`src/rtl/irq_router_pkg.sv`:
```
package irq_router_pkg;

  typedef enum logic [1:0] {
    ROUTE_LEGACY = 2'd0,
    ROUTE_APIC   = 2'd1,
    ROUTE_NONE   = 2'd2
  } route_kind_e;

  // Returns {valid, line number} for the SCI select code.
  function automatic logic [5:0] sci_decode(input logic [2:0] code);
    case (code)
      3'd0:    return {1'b1, 5'd9};
      3'd1:    return {1'b1, 5'd10};
      3'd2:    return {1'b1, 5'd11};
      3'd3:    return {1'b1, 5'd20};
      3'd4:    return {1'b1, 5'd21};
      default: return 6'd0;
    endcase
  endfunction

endpackage

```
`src/rtl/irq_route_regs.sv`:
```
module irq_route_regs #(
  parameter int NPIN      = 8,
  parameter int AW        = 4,
  parameter logic [7:0] ROUTE_RST = 8'h80,
  parameter logic [7:0] CTRL_RST  = 8'h00
) (
  input  logic                      clk,
  input  logic                      rst,
  input  logic                      we_i,
  input  logic [AW-1:0]             addr_i,
  input  logic [7:0]                wdata_i,
  output logic [NPIN-1:0][7:0]      route_o,
  output logic [7:0]                ctrl_o,
  output logic [7:0]                rdata_o,
  output logic                      chg_o
);
  localparam int IW = $clog2(NPIN);
  localparam logic [AW-1:0] CTRL_ADDR = AW'(NPIN);

  logic hit_route;
  assign hit_route = (addr_i < CTRL_ADDR);

  always_ff @(posedge clk) begin
    if (rst) begin
      for (int i = 0; i < NPIN; i++) route_o[i] <= ROUTE_RST;
      ctrl_o  <= CTRL_RST;
      rdata_o <= 8'h00;
      chg_o   <= 1'b0;
    end else begin
      chg_o <= we_i && hit_route;
      if (we_i) begin
        if (hit_route) route_o[addr_i[IW-1:0]] <= wdata_i;
        else if (addr_i == CTRL_ADDR) ctrl_o <= wdata_i;
      end
      if (hit_route)               rdata_o <= route_o[addr_i[IW-1:0]];
      else if (addr_i == CTRL_ADDR) rdata_o <= ctrl_o;
      else                          rdata_o <= 8'h00;
    end
  end


  route_chg_src_chk: assert property (@(posedge clk) disable iff (rst)
    chg_o |-> $past(we_i && (addr_i < CTRL_ADDR)));
endmodule

```
`src/rtl/irq_legacy_or.sv`:
```
module irq_legacy_or #(
  parameter int NPIN    = 8,
  parameter int NLEG    = 16,
  parameter int FLD_W   = 5,
  parameter int DIS_BIT = 7
) (
  input  logic                 clk,
  input  logic                 rst,
  input  logic [NPIN-1:0]      pin_i,
  input  logic                 sci_i,
  input  logic [NLEG-1:0]      sci_map_i,
  input  logic [NPIN-1:0][7:0] route_i,
  output logic [NLEG-1:0]      legacy_o
);
  logic [NLEG-1:0] nxt;

  always_comb begin
    for (int k = 0; k < NLEG; k++) begin
      nxt[k] = sci_i & sci_map_i[k];
      for (int n = 0; n < NPIN; n++) begin
        if (!route_i[n][DIS_BIT] && (route_i[n][FLD_W-1:0] == FLD_W'(k)))
          nxt[k] = nxt[k] | pin_i[n];
      end
    end
  end

  always_ff @(posedge clk) begin
    if (rst) legacy_o <= '0;
    else     legacy_o <= nxt;
  end


  legacy_idle_chk: assert property (@(posedge clk) disable iff (rst)
    (pin_i == '0 && !sci_i) |=> (legacy_o == '0));
endmodule

```
`src/rtl/irq_apic_map.sv`:
```
module irq_apic_map #(
  parameter int NPIN     = 8,
  parameter int NGSI     = 24,
  parameter int GSI_BASE = 16
) (
  input  logic            clk,
  input  logic            rst,
  input  logic [NPIN-1:0] pin_i,
  input  logic            sci_i,
  input  logic [NGSI-1:0] sci_map_i,
  output logic [NGSI-1:0] gsi_o
);
  logic [NGSI-1:0] nxt;

  always_comb begin
    nxt = sci_i ? sci_map_i : '0;
    for (int n = 0; n < NPIN; n++)
      nxt[GSI_BASE+n] = nxt[GSI_BASE+n] | pin_i[n];
  end

  always_ff @(posedge clk) begin
    if (rst) gsi_o <= '0;
    else     gsi_o <= nxt;
  end

  for (genvar n = 0; n < NPIN; n++) begin : g_pin_chk

    gsi_follow_chk: assert property (@(posedge clk) disable iff (rst)
      pin_i[n] |=> gsi_o[GSI_BASE+n]);
  end


  sci_single_line_chk: assert property (@(posedge clk) disable iff (rst)
    $onehot0(sci_map_i));


  gsi_idle_chk: assert property (@(posedge clk) disable iff (rst)
    (pin_i == '0 && !sci_i) |=> (gsi_o == '0));
endmodule

```
`src/rtl/irq_route_query.sv`:
```
module irq_route_query
  import irq_router_pkg::*;
#(
  parameter int NPIN     = 8,
  parameter int NLEG     = 16,
  parameter int GSI_BASE = 16,
  parameter int FLD_W    = 5,
  parameter int DIS_BIT  = 7,
  parameter int GW       = 5
) (
  input  logic                      clk,
  input  logic                      rst,
  input  logic [$clog2(NPIN)-1:0]   sel_i,
  input  logic [NPIN-1:0][7:0]      route_i,
  output route_kind_e               kind_o,
  output logic [GW-1:0]             irq_o
);
  logic [7:0] rb;
  assign rb = route_i[sel_i];

  always_ff @(posedge clk) begin
    if (rst) begin
      kind_o <= ROUTE_NONE;
      irq_o  <= '0;
    end else if (rb[DIS_BIT]) begin
      kind_o <= ROUTE_APIC;
      irq_o  <= GW'(GSI_BASE) + GW'(sel_i);
    end else if (32'(rb[FLD_W-1:0]) < NLEG) begin
      kind_o <= ROUTE_LEGACY;
      irq_o  <= GW'(rb[FLD_W-1:0]);
    end else begin
      kind_o <= ROUTE_NONE;
      irq_o  <= '0;
    end
  end


  query_apic_range_chk: assert property (@(posedge clk) disable iff (rst)
    (kind_o == ROUTE_APIC) |-> (32'(irq_o) >= GSI_BASE));


  query_none_zero_chk: assert property (@(posedge clk) disable iff (rst)
    (kind_o == ROUTE_NONE) |-> (irq_o == '0));
endmodule

```
`src/rtl/irq_router.sv`:
```
module irq_router
  import irq_router_pkg::*;
#(
  parameter int NPIN     = 8,
  parameter int NLEG     = 16,
  parameter int NGSI     = 24,
  parameter int FLD_W    = 5,
  parameter int DIS_BIT  = 7,
  parameter int AW       = 4
) (
  input  logic                     clk,
  input  logic                     rst,
  input  logic [NPIN-1:0]          pci_int_i,
  input  logic                     sci_i,
  input  logic                     cfg_we_i,
  input  logic [AW-1:0]            cfg_addr_i,
  input  logic [7:0]               cfg_wdata_i,
  output logic [7:0]               cfg_rdata_o,
  output logic                     route_chg_o,
  output logic [NLEG-1:0]          legacy_irq_o,
  output logic [NGSI-1:0]          gsi_o,
  input  logic [$clog2(NPIN)-1:0]  qry_sel_i,
  output logic [1:0]               qry_kind_o,
  output logic [$clog2(NGSI)-1:0]  qry_irq_o
);
  localparam int GSI_BASE = NLEG;
  localparam int GW       = $clog2(NGSI);

  logic [NPIN-1:0][7:0] route;
  logic [7:0]           ctrl;
  logic [5:0]           sci_dec;
  logic [NGSI-1:0]      sci_map;
  route_kind_e          kind;

  always_comb begin
    sci_dec = sci_decode(ctrl[2:0]);
    sci_map = '0;
    if (sci_dec[5] && 32'(sci_dec[4:0]) < NGSI) sci_map[sci_dec[4:0]] = 1'b1;
  end

  irq_route_regs #(.NPIN(NPIN), .AW(AW)) u_regs (
    .clk(clk), .rst(rst), .we_i(cfg_we_i), .addr_i(cfg_addr_i),
    .wdata_i(cfg_wdata_i), .route_o(route), .ctrl_o(ctrl),
    .rdata_o(cfg_rdata_o), .chg_o(route_chg_o)
  );

  irq_legacy_or #(.NPIN(NPIN), .NLEG(NLEG), .FLD_W(FLD_W), .DIS_BIT(DIS_BIT)) u_leg (
    .clk(clk), .rst(rst), .pin_i(pci_int_i), .sci_i(sci_i),
    .sci_map_i(sci_map[NLEG-1:0]), .route_i(route), .legacy_o(legacy_irq_o)
  );

  irq_apic_map #(.NPIN(NPIN), .NGSI(NGSI), .GSI_BASE(GSI_BASE)) u_apic (
    .clk(clk), .rst(rst), .pin_i(pci_int_i), .sci_i(sci_i),
    .sci_map_i(sci_map), .gsi_o(gsi_o)
  );

  irq_route_query #(.NPIN(NPIN), .NLEG(NLEG), .GSI_BASE(GSI_BASE),
                    .FLD_W(FLD_W), .DIS_BIT(DIS_BIT), .GW(GW)) u_qry (
    .clk(clk), .rst(rst), .sel_i(qry_sel_i), .route_i(route),
    .kind_o(kind), .irq_o(qry_irq_o)
  );

  assign qry_kind_o = kind;
endmodule

```
`config.mk`:
```
export PLATFORM = sky130hd
export DESIGN_NAME = irq_router
export DESIGN_NICKNAME = d
export VERILOG_FILES = /design/src/rtl/irq_router_pkg.sv /design/src/rtl/irq_route_regs.sv /design/src/rtl/irq_legacy_or.sv /design/src/rtl/irq_apic_map.sv /design/src/rtl/irq_route_query.sv /design/src/rtl/irq_router.sv
export SDC_FILE = /design/constraint.sdc
export NUM_CORES = 1
export LEC_CHECK = 0
export BUFFER_PORTS_ARGS = -buffer_cell sky130_fd_sc_hd__buf_2
export CORE_UTILIZATION = 54
export CTS_CLUSTER_DIAMETER = 40
export DETAILED_ROUTE_END_ITERATION = 8
export PLACE_DENSITY = 0.76
export RECOVER_POWER = 50
export SLEW_MARGIN = 20
export SYNTH_ARGS = -nofsm -noshare
export SYNTH_HDL_FRONTEND = slang
export SYNTH_HIERARCHICAL = 1
export SYNTH_SLANG_ARGS = --single-unit
```
`constraint.sdc`:
```
create_clock -name clk -period 3.9 [get_ports clk]
set_clock_uncertainty 0.05 [all_clocks]
set_input_delay 0.195 -clock clk [delete_from_list [all_inputs] [get_ports clk]]
set_output_delay 0.195 -clock clk [all_outputs]
set_load 0.02 [all_outputs]
```
==> metrics.md <==
| Metric | Value |
|---|---|
| Drt initial violations | `691` |
| Violated checks | `max-capacitance violations, max-slew violations` |
| Total GRT Usage | `35.9%` |
| Fin Hold WS | `6.47 ps` |
| First-pass GRT wire length | `34.2 mm` |
| PD cells | `422 mW/mm2` |
| EDFF count, synth | `0` |
| Hpwl dp | `16.0 mm` |
| Die area | `0.0128 mm2` |
| Reg2Reg Depth | `4` |
| Power after layout | `3.23 mW` |
| WP data required | `4120 ps` |
| CTS clock-pin slew for the worst setup and hold paths | `60 ps` |
| GPL Wtd Cong | `0.977` |
| HP Class | `input pin to register` |
| Hold depth | `3` |
| Critical path launch point type | `input pin` |
| Die Wd | `113 um` |
| Max IR drop VDD | `0.383 mV` |
| Via-to-Cell Ratio | `6.57` |
| Pre-Repair DR Iteration Count | `8` |
| Worst slew pin tran | `2500 ps` |
| Total number of vias | `6549` |
| # DRC | `0` |
| Placed Area | `0.00708 mm2` |
| Critical setup path kind | `input pin to register` |
| CTS buffer count | `17` |
| Grt total ovfl | `0` |
| Ports | `83` |
| Max-slew violations | `51` |
| Post-route clock period utilization | `74.0%` |
| Post-route ant nets | `0` |
| Die Height | `113 um` |
| Post-Syn Instances | `761` |
| Worst-Skew Late Latency | `420 ps` |
| Syn Area/Cell | `8.78 um2` |
| Yosys top cell area share | `38.1%` |
| Final Cell Area | `0.00765 mm2` |
| Clock Tree Buf Depth | `2` |
| Synth warn | `6` |
| Fin. Hold Viols | `0` |
| Vias in the first global route | `6070` |
| Count of buffers from port buffering | `82` |
| Register area share after synthesis | `38.1%` |
| Hold buffer count at CTS | `4` |
| Setup Viol. Count Final | `0` |
| Setup TNS Final | `0 ps` |
| CTS resizes | `0` |
| Dominant cell type by area after synthesis | `dfxtp_1` |
| Syn Std Cell Area | `0.00668 mm2` |
| RSZ-0062 raised after global routing | `false` |
| Wirelength per Cell | `22.9 um` |
| CTS Root Cell | `clkbuf_16` |
| Largest net degree at the start of global routing | `53` |
| Nets@finish | `865` |
| Yosys reg bits | `127` |
| Final wirelength | `22.8 mm` |
| Worst Setup End Kind | `register` |
| H-tree levels | `4` |
| Post CTS Setup Buffer Count | `0` |
| CTS tree | `done` |
| Status | `finished with violations` |
| Ranking of synthesized cells by area | `dfxtp_1, mux2i_1, nor2_1` |
| Layout fillers | `1045` |
| LEAKAGE | `2.84 nW` |
| Max Freq | `347 MHz` |
| CP arrival | `3100 ps` |
| Share of cells above drive strength 1 | `11.8%` |
| Rows | `40` |
| Cell variety after synth | `59` |
| Clk sinks | `127` |
| Relative slew margins | `-66.4%` |
| Post-synth ARST share | `0%` |
| Final min period | `2890 ps` |
| Antenna violations before repair | `0` |
| Starting Density | `55.6%` |
| Core area | `0.0120 mm2` |
| Maxcap violations | `1` |
| Ys flop type | `dfxtp_1` |
| # diodes | `0` |
| Area grow syn2layout | `14.6%` |
| Worst-path fanout max | `52` |
[cells in the mapped netlist (all sizes together), types with 7 or more instances]
master     n
dfxtp    127
a221oi    10
nor4       9
o21ai     43
nand3     15
mux4      11
a31oi     12
a2111oi   12
nand2     62
o22ai     21
nand2b     7
inv       10
a21oi     53
and2      22
nor2      94
nor4b      7
a22oi     11
buf       29
clkbuf    32
or4b       7
nor3      21
mux2i     66
nor3b     10
nand4bb    8
nand3b    12
nor2b     12
[sequential cells by signal (all words and copies together), names as in the netlist]
name,cells
u_regs/route_o,64
u_apic/gsi_o,24
u_leg/legacy_o,16
u_regs/ctrl_o,8
u_regs/rdata_o,8
u_qry/irq_o,5
u_qry/kind_o,1
u_regs/chg_o,1
[power breakdown]
group / switching (mW) / internal [mW] / leakage (nW)
sequential: 0.0284 / 1.33 / 1.03
clock: 0.572 / 1.04 / 0.287
combinational: 0.172 / 0.0832 / 1.52
total: 0.773 / 2.45 / 2.84
[final timing paths]
path                            from            endpoint  slack (ps)
setup / recovery                 rst  u_regs/route_o[48]        1010
hold / removal          pci_int_i[4]    u_apic/gsi_o[20]           6
setup reg to reg  u_regs/route_o[47]   u_leg/legacy_o[4]        1700
hold reg to reg    u_regs/route_o[6]   u_regs/route_o[6]         410
[kinds of logic after synthesis]
kind of cell	count (synthesis)	share of synthesized area, %
AO/OA/AOI/OAI	182	17.3
buffers and inverters	71	5.39
flip-flops	127	38.1
multiplexers	80	14.2
other	1	0.0561
AND/OR/NAND/NOR	300	25.1
[routing by layer]
layer  global-route usage (%)  vias up  wire length [um]
met3                     7.93      111              2110
met2                     57.8      451             10500
li1                         -     2914                 -
met5                        0        -                 0
met4                     24.1        0              1410
met1                     43.1     3073              8760
[cell type report]
cell class                 count  area (um2)  area share [%]
clock buffer                  24         512            6.69
clock inverter                 7        98.8            1.29
inverter                      10        37.5           0.490
multi-input combinational    594        3890            50.8
sequential                   127        2540            33.2
tap                          147         184            2.40
timing repair buffer          88         392            5.12
[through the flow]
step	instances	setup slack, ps	util, %
detailed placement	962	1330	59.0
global placement	962	1350	59.0
global route	997	846	63.7
CTS	997	1600	64.4
floorplan	792	2390	-
finish	997	1010	63.7
[critical path: stages]
cell and delay [ps]:
clkbuf_1 1730, clkbuf_2 1020, nor2_1 120
[layout by cell type, fill, tap and decap left out, types with 5 or more instances in the layout]
cell,n
nor3_1,21
nand2b_1,7
clkbuf_1,58
mux4_2,11
a21oi_1,53
nand3b_1,12
and2_1,9
conb_1,32
nand3_1,14
buf_2,25
nand2_1,62
a221oi_1,9
o21ai_0,43
a31oi_1,12
nand4bb_1,8
and2_2,13
nor2_1,92
nor2b_1,12
a2111oi_0,10
inv_1,10
dfxtp_1,127
nor3b_1,9
clkbuf_16,17
or4b_1,5
o22ai_1,21
clkbuf_8,6
nor4_1,9
mux2i_1,66
a22oi_1,11
No activity file was read; power rests on OpenSTA's default activity.
